File: src/rtl/cmd_resp_pkg.sv
package cmd_resp_pkg;

    typedef struct packed {
        logic       dir;
        logic       rsvd14;
        logic [1:0] ctype;
        logic       busy;
        logic [2:0] rtype;
        logic       init;
        logic       rsvd6;
        logic [5:0] idx;
    } cmd_word_t;

    typedef enum logic [2:0] {
        RK_NONE  = 3'd0,
        RK_SHORT = 3'd1,
        RK_LONG  = 3'd2,
        RK_OCR   = 3'd3,
        RK_RCA   = 3'd4
    } rsp_kind_e;

    localparam logic [1:0] CT_DATA = 2'd3;

    localparam int ST_DONE    = 0;
    localparam int ST_STOP    = 2;
    localparam int ST_TIMEOUT = 7;
    localparam int ST_CBUSY   = 12;
    localparam int ST_CERR    = 14;

endpackage

File: src/rtl/cmd_decode.sv
module cmd_decode
    import cmd_resp_pkg::*;
(
    input  logic [15:0] word,
    output rsp_kind_e   kind,
    output logic [5:0]  idx,
    output logic        init_zero,
    output logic        data_cmd,
    output logic        dir
);
    cmd_word_t f;

    always_comb begin
        f         = cmd_word_t'(word);
        idx       = f.idx;
        init_zero = f.init && (f.idx == 6'd0);
        data_cmd  = (f.ctype == CT_DATA);
        dir       = f.dir;
        case (f.rtype)
            3'd1:    kind = RK_SHORT;   // busy flag promotes to 1b, same checks
            3'd2:    kind = RK_LONG;
            3'd3:    kind = RK_OCR;
            3'd6:    kind = RK_RCA;
            default: kind = RK_NONE;
        endcase
    end

endmodule

File: src/rtl/rsp_classify.sv
module rsp_classify
    import cmd_resp_pkg::*;
#(
    parameter int          RSP_BYTES     = 16,
    parameter int          SHORT_BYTES   = 4,
    parameter int          STOP_IDX      = 12,
    parameter logic [31:0] CARD_ERR_MASK = 32'hFDF9_0000,
    parameter logic [15:0] RCA_ERR_MASK  = 16'hE000,
    localparam int         LEN_W         = $clog2(RSP_BYTES + 1)
) (
    input  rsp_kind_e              kind,
    input  logic [5:0]             idx,
    input  logic                   none,
    input  logic [LEN_W-1:0]       len,
    input  logic [8*RSP_BYTES-1:0] bytes,
    output logic [15:0]            stat,
    output logic                   store
);
    localparam logic [LEN_W-1:0] LONG_NEED  = LEN_W'(RSP_BYTES);
    localparam logic [LEN_W-1:0] SHORT_NEED = LEN_W'(SHORT_BYTES);

    logic [LEN_W-1:0] got;
    logic [LEN_W-1:0] need;
    logic             timeout;
    logic [31:0]      card_st;

    always_comb begin
        got     = none ? '0 : len;
        card_st = {bytes[7:0], bytes[15:8], bytes[23:16], bytes[31:24]};
        case (kind)
            RK_NONE: need = '0;
            RK_LONG: need = LONG_NEED;
            default: need = SHORT_NEED;
        endcase
        timeout = (kind != RK_NONE) && (got < need);
        stat    = '0;
        store   = 1'b0;
        if (timeout) begin
            stat[ST_TIMEOUT] = 1'b1;
        end else begin
            stat[ST_DONE] = 1'b1;
            if (idx == 6'(STOP_IDX))
                stat[ST_STOP] = 1'b1;
            store = (kind != RK_NONE);
            case (kind)
                RK_SHORT: stat[ST_CERR]  = |(card_st & CARD_ERR_MASK);
                RK_RCA:   stat[ST_CERR]  = |(card_st[15:0] & RCA_ERR_MASK);
                RK_OCR:   stat[ST_CBUSY] = ~card_st[31];
                default:  ;
            endcase
        end
    end

endmodule

File: src/rtl/rsp_bank.sv
module rsp_bank #(
    parameter  int RSP_WORDS = 8,
    localparam int RSP_BYTES = 2 * RSP_WORDS
) (
    input  logic                    clk,
    input  logic                    rst_n,
    input  logic                    clr,
    input  logic                    load,
    input  logic [8*RSP_BYTES-1:0]  bytes,
    output logic [16*RSP_WORDS-1:0] regs
);
    logic [16*RSP_WORDS-1:0] regs_d, regs_q;

    // Register g takes the pair starting at byte 2*(RSP_WORDS-1-g), even byte high.
    for (genvar g = 0; g < RSP_WORDS; g++) begin : g_word
        localparam int K = RSP_WORDS - 1 - g;
        always_comb begin
            regs_d[16*g +: 16] = regs_q[16*g +: 16];
            if (clr)
                regs_d[16*g +: 16] = '0;
            else if (load)
                regs_d[16*g +: 16] = {bytes[8*(2*K) +: 8], bytes[8*(2*K+1) +: 8]};
        end
    end

    always_ff @(posedge clk or negedge rst_n) begin
        if (!rst_n) regs_q <= '0;
        else        regs_q <= regs_d;
    end

    assign regs = regs_q;

    assert_clr_load_excl_R6: assert property (@(posedge clk) disable iff (!rst_n)
        !(clr && load));

endmodule

File: src/rtl/cmd_resp_unit.sv
module cmd_resp_unit
    import cmd_resp_pkg::*;
#(
    parameter  int          RSP_WORDS     = 8,
    parameter  int          STOP_IDX      = 12,
    parameter  logic [31:0] CARD_ERR_MASK = 32'hFDF9_0000,
    localparam int          RSP_BYTES     = 2 * RSP_WORDS,
    localparam int          LEN_W         = $clog2(RSP_BYTES + 1)
) (
    input  logic                    clk,
    input  logic                    rst_n,
    input  logic                    ctrl_en,
    input  logic                    arg_lo_we,
    input  logic                    arg_hi_we,
    input  logic [15:0]             arg_wdata,
    input  logic                    cmd_we,
    input  logic [15:0]             cmd_wdata,
    input  logic                    rsp_valid,
    input  logic                    rsp_none,
    input  logic [LEN_W-1:0]        rsp_len,
    input  logic [8*RSP_BYTES-1:0]  rsp_bytes,
    output logic                    card_req,
    output logic [5:0]              card_idx,
    output logic [31:0]             card_arg,
    output logic                    cmd_busy,
    output logic [15:0]             stat_set,
    output logic [16*RSP_WORDS-1:0] rsp_regs,
    output logic                    xfer_active,
    output logic                    xfer_dir,
    output logic                    fifo_clr
);
    typedef struct packed {
        logic        pending;
        logic [15:0] last_cmd;
        logic [31:0] arg;
        logic        act;
        logic        dir;
        logic        req;
        logic        clr;
        logic [15:0] stat;
    } ctl_t;

    ctl_t s_d, s_q;

    rsp_kind_e   in_kind, cur_kind;
    logic [5:0]  in_idx, cur_idx;
    logic        in_init0, in_data, in_dir;
    logic        cur_init0, cur_data, cur_dir;
    logic [15:0] cls_stat;
    logic        cls_store;
    logic        bank_clr, bank_load;
    logic        accept;

    cmd_decode u_dec_in (
        .word(cmd_wdata), .kind(in_kind), .idx(in_idx),
        .init_zero(in_init0), .data_cmd(in_data), .dir(in_dir)
    );

    cmd_decode u_dec_cur (
        .word(s_q.last_cmd), .kind(cur_kind), .idx(cur_idx),
        .init_zero(cur_init0), .data_cmd(cur_data), .dir(cur_dir)
    );

    rsp_classify #(
        .RSP_BYTES(RSP_BYTES), .STOP_IDX(STOP_IDX), .CARD_ERR_MASK(CARD_ERR_MASK)
    ) u_cls (
        .kind(cur_kind), .idx(cur_idx), .none(rsp_none), .len(rsp_len),
        .bytes(rsp_bytes), .stat(cls_stat), .store(cls_store)
    );

    rsp_bank #(.RSP_WORDS(RSP_WORDS)) u_bank (
        .clk(clk), .rst_n(rst_n), .clr(bank_clr), .load(bank_load),
        .bytes(rsp_bytes), .regs(rsp_regs)
    );

    always_comb begin
        s_d       = s_q;
        s_d.req   = 1'b0;
        s_d.clr   = 1'b0;
        s_d.stat  = '0;
        bank_clr  = 1'b0;
        bank_load = 1'b0;
        accept    = cmd_we && ctrl_en && !s_q.pending;

        if (arg_lo_we) s_d.arg[15:0]  = arg_wdata;
        if (arg_hi_we) s_d.arg[31:16] = arg_wdata;

        if (accept) begin
            s_d.last_cmd = cmd_wdata;
            bank_clr     = 1'b1;
            if (in_init0) begin
                s_d.stat[ST_DONE] = 1'b1;
            end else begin
                s_d.req     = 1'b1;
                s_d.pending = 1'b1;
                s_d.act     = in_data;
                if (in_data) begin
                    s_d.clr = 1'b1;
                    s_d.dir = in_dir;
                end
            end
        end else if (rsp_valid && s_q.pending) begin
            s_d.pending = 1'b0;
            s_d.stat    = cls_stat;
            bank_load   = cls_store;
        end
    end

    always_ff @(posedge clk or negedge rst_n) begin
        if (!rst_n) s_q <= '0;
        else        s_q <= s_d;
    end

    assign card_req    = s_q.req;
    assign card_idx    = s_q.last_cmd[5:0];
    assign card_arg    = s_q.arg;
    assign cmd_busy    = s_q.pending;
    assign stat_set    = s_q.stat;
    assign xfer_active = s_q.act;
    assign xfer_dir    = s_q.dir;
    assign fifo_clr    = s_q.clr;

    assert_req_gated_R2: assert property (@(posedge clk) disable iff (!rst_n)
        card_req |-> $past(cmd_we && ctrl_en));

    assert_regs_cleared_R3: assert property (@(posedge clk) disable iff (!rst_n)
        card_req |-> (rsp_regs == '0));

    assert_status_needs_cause_R12: assert property (@(posedge clk) disable iff (!rst_n)
        (!$past(cmd_busy) && !$past(cmd_we)) |-> (stat_set == '0));

    assert_timeout_alone_R5: assert property (@(posedge clk) disable iff (!rst_n)
        stat_set[ST_TIMEOUT] |-> (stat_set == 16'h0080));

    assert_stop_pair_R9: assert property (@(posedge clk) disable iff (!rst_n)
        stat_set[ST_STOP] |-> stat_set[ST_DONE]);

    assert_init_no_req_R4: assert property (@(posedge clk) disable iff (!rst_n)
        (stat_set != '0) |-> !card_req);

    assert_clr_with_req_R10: assert property (@(posedge clk) disable iff (!rst_n)
        fifo_clr |-> (card_req && xfer_active));

endmodule

File: config.mk
export PLATFORM = sky130hd
export DESIGN_NAME = cmd_resp_unit
export DESIGN_NICKNAME = d
export VERILOG_FILES = /design/src/rtl/cmd_resp_pkg.sv /design/src/rtl/cmd_decode.sv /design/src/rtl/rsp_classify.sv /design/src/rtl/rsp_bank.sv /design/src/rtl/cmd_resp_unit.sv
export SDC_FILE = /design/constraint.sdc
export NUM_CORES = 1
export LEC_CHECK = 0
export CAP_MARGIN = 20
export CORE_AREA = 2 2 139 141
export DETAILED_ROUTE_END_ITERATION = 6
export DIE_AREA = 0 0 141 143
export DONT_BUFFER_PORTS = 1
export GPL_ROUTABILITY_DRIVEN = 1
export PLACE_DENSITY_LB_ADDON = 0.1
export REMOVE_ABC_BUFFERS = 1
export SYNTH_ARGS = -nofsm -noshare
export SYNTH_HDL_FRONTEND = slang
export SYNTH_SLANG_ARGS = --single-unit
File: constraint.sdc
create_clock -name clk -period 7 [get_ports clk]
set_input_delay 1.05 -clock clk [delete_from_list [all_inputs] [get_ports clk]]
set_output_delay 1.05 -clock clk [all_outputs]
set_load 0.01 [all_outputs]
==> results.tsv <==
stage	metric	value	unit
outcome	status	finished clean	
sta	worst_pin_slew	0.910	ns
setup_path	end_kind	flip-flop	
final_layout	seq_area	0.00448	mm^2
global_route	grt-ovfl-total	0	
sta	fmax	0.331	GHz
cts	numCtsBuffers	17	
sta	fin_crit_sh	43.1	%
cts	cts_tree	built	
synthesis	yosys_warnings	0	
global_route	grt_start_max_net_pins	180	
final_layout	final_layout_size_suffix_gt1_share	11.4	%
synthesis	synth_cell_types	36	
sta	relSlewSlack	39.3	%
sta	fin_skew	0.0103	ns
synthesis	postSynth.asyncResetShare	100	%
drt	routed_wl	17.5	mm
synthesis	synthCells	732	
pwr	leakage	0.00408	uW
sta	hold_violations	0	
sta	setup_total_negative_slack	0	ns
pwr	finalPower	2560	uW
synthesis	synth_top_area_share	54.6	%
cts	cts_sinks	179	
sta	slew_violations	0	
pwr	power_density	303	mW/mm^2
setup_path	crit_required	7.33	ns
synthesis	syn-cell-area	0.00821	mm^2
setup_path	crit_top_cell	and2b_1	
floorplan	die_w	141	um
cts	cts_root_buf	clkbuf_16	
cts	cts_setup_buffers	0	
synthesis	synth_area_leaders	dfrtp_1 55%, mux2i_1 16%, nand2_1 6.0%	
pwr	power_frac_seq	53.7	%
setup_path	crit_chain	and2b_1, or2b_1, ha_1, and2b_1, a221oi_2, a211oi_4, buf_12, mux2i_1	
placed_design	hpwl	12.3	mm
global_route	antenna_found_initial	0	
floorplan	die-area	0.0202	mm^2
synthesis	synth_area_per_cell	11.2	um^2
global_route	grt_pass1_vias	4856	
synthesis	synth_edf_count	0	
cts	clock_latency	0.42	ns
sta	setup_viol	0	
pwr	p_comb_share	9.1	%
final_layout	antenna_cells	0	
final_layout	nFillCells	1758	
pwr	switchingPower	739	uW
synthesis	synth_seq_area_share	54.6	%
drt	antenna_left	0	
synthesis	synth_ff_type	dfrtp_1	
run	max_cap_viol_count	0	
floorplan	row_count	50	
pwr	p_clk_share	37.2	%
floorplan	io-pin-count	360	
final_layout	area_growth	2.67	%
cts	ctsResizeCount	0	
cts	htree_levels	4	
setup_path	max_stage_delay	0.69	ns
pwr	swShare	28.9	%
setup_path	crit_slowest_cell	buf_12	
placed_design	io_buffers	0	
floorplan	initial_core_util	44.2	%
synthesis	yosys.area.top_type	dfrtp_1	
drt	drc_errors	0	
global_route	grt_use_total	16.9	%
drt	drt_pass1_iterations	4	
cts	clk_pin_slew	0.07	ns
pwr	intPower	1820	uW
cts	cts_max_path_buffers	2	
setup_path	startpoint_type	flip-flop	
final_layout	fin_nets	851	
setup_path	critical_path.max_fanout	125	
cts	cts_hold_buf	0	
hold_path	hp-class	in2async	
floorplan	die_y	143	um
drt	drt-initial-drc-count	244	
synthesis	synth_seq_cells	179	
placed_design	place_congestion	0.740	
pwr	vdd_drop_max	0.000154	V
drt	vias	4594	
global_route	grt_pass1_wl	26.5	mm
drt	vias_per_cell	4.97	
setup_path	cp.arrival	3.35	ns
sta	min_period	3.02	ns
drt	wl_per_cell	19.0	um
final_layout	multiInputGateArea	0.00253	mm^2
setup_path	rr_worst_depth	8	
setup_path	worstSetupPathType	reg2reg	
floorplan	coreArea	0.0186	mm^2
sta	rsz0062_at_grt	no	
## critical path: cells and delay by family, from the launching register on
kind,cells,cell delay [ns]
adder cells (fa/ha/maj),1,0.29
AND/OR/NAND/NOR,3,0.66
flip-flops,1,0.40
buffers and inverters,1,0.69
AO/OA/AOI/OAI,2,0.50
multiplexers,1,0.27
## power groups by stage
| stage | Combinational, uW | Clock [uW] | Sequential [uW] |
|---|---|---|---|
| 6_report | 233 | 952 | 1370 |
| 5_1_grt | 267 | 1020 | 1390 |
| 4_1_cts | 238 | 979 | 1380 |
| 3_5_place_dp | 238 | 0 | 1390 |
| 3_3_place_gp | 221 | 0 | 1390 |
| 2_1_floorplan | 220 | 0 | 1350 |
## stage by stage
step / cell area (um^2) / util, % / instances / hold slack (ns) / worst slack [ns]
final: 8430 / 45.4 / 924 / 0.323 / 3.98
after detailed placement: 7830 / 42.1 / 892 / 0.514 / 3.72
after global placement: 7830 / 42.1 / 892 / 0.513 / 3.84
after floorplan: 7490 / - / 655 / 0.488 / -2.64
after global routing: 8430 / 45.4 / 924 / 0.295 / 3.77
after CTS: 8430 / 45.4 / 924 / 0.298 / 3.98
## sequential cells by signal (all words and copies together) (netlist names)
| signal | flops |
|---|---|
| fifo_clr | 1 |
| stat_set | 5 |
| card_req | 1 |
| card_idx | 6 |
| cmd_busy | 1 |
| xfer_active | 1 |
| xfer_dir | 1 |
| card_arg | 32 |
| u_bank.regs | 128 |
| s_q | 3 |
## cell usage in the layout, fill, tap and decap left out, drive strengths merged
cell type  synthesis  layout
a21o               2       2
o21ai              3       3
and2b              3       3
or2                1       1
mux2              42      42
and3               1       1
nand2            131     131
inv              130     135
or4                1       1
nor4               2       2
conb               1      11
nor2b              1       1
nor3               3       3
buf               71       3
nand3b             1       1
a211oi             1       1
clkinv             0       4
a21oi              2       2
mux2i            128     128
nand3              1       1
nor2               2       2
ha                 1       1
a221oi             1       1
clkinvlp           0       3
bufinv             0       1
o311ai             1       1
or2b               2       2
dfrtp            179     179
a311o              1       1
clkbuf            16      19
nor4b              2       2
nand2b             2       2
## worst paths after layout
path / start / end / slack, ns
worst max-delay path: s_q[60] / u_bank.regs[32] / 3.98
worst min-delay path: rst_n / u_bank.regs[24] / 0.32
worst max register to register: s_q[60] / u_bank.regs[32] / 3.98
worst min register to register: card_idx[4] / stat_set[2] / 0.52
max in group asynchronous: rst_n / u_bank.regs[92] / 6.35
min in group clk: card_idx[4] / stat_set[2] / 0.52
## final cells by class
class	count	area share, %
multi-input combinational	346	30.1
clock inverter	13	1.71
timing repair buffer	3	0.416
inverter	130	5.79
sequential	179	53.2
tap	234	3.47
clock buffer	19	5.37
## cells by family after synthesis
logic type | share of synthesized area (%)
AOI/OAI and AO/OA | 1.05
adders and majority gates | 0.152
buffers and inverters | 15.1
DFF | 54.6
muxes | 21.4
other | 0.0457
and+or+nand+nor | 7.71
## routing by layer
metal | routed length (um) | share of wire [%] | track usage [%] | vias to the layer above
li1 | - | - | - | 2098
met1 | 6680 | 38 | 18.8 | 2239
met2 | 8790 | 50 | 28.6 | 226
met3 | 1660 | 9.4 | 6.84 | 31
met4 | 411 | 2.3 | 7.37 | 0
met5 | 0 | 0 | 0 | -
## cells in the mapped netlist, drive strengths merged (2+ instances only)
master  number
dfrtp      179
nand2      131
inv        130
mux2i      128
buf         71
mux2        42
clkbuf      16
and2b        3
nor3         3
o21ai        3
a21o         2
a21oi        2
nand2b       2
nor2         2
nor4         2
nor4b        2
or2b         2
Note: power is estimated with default switching activity, not from simulation.
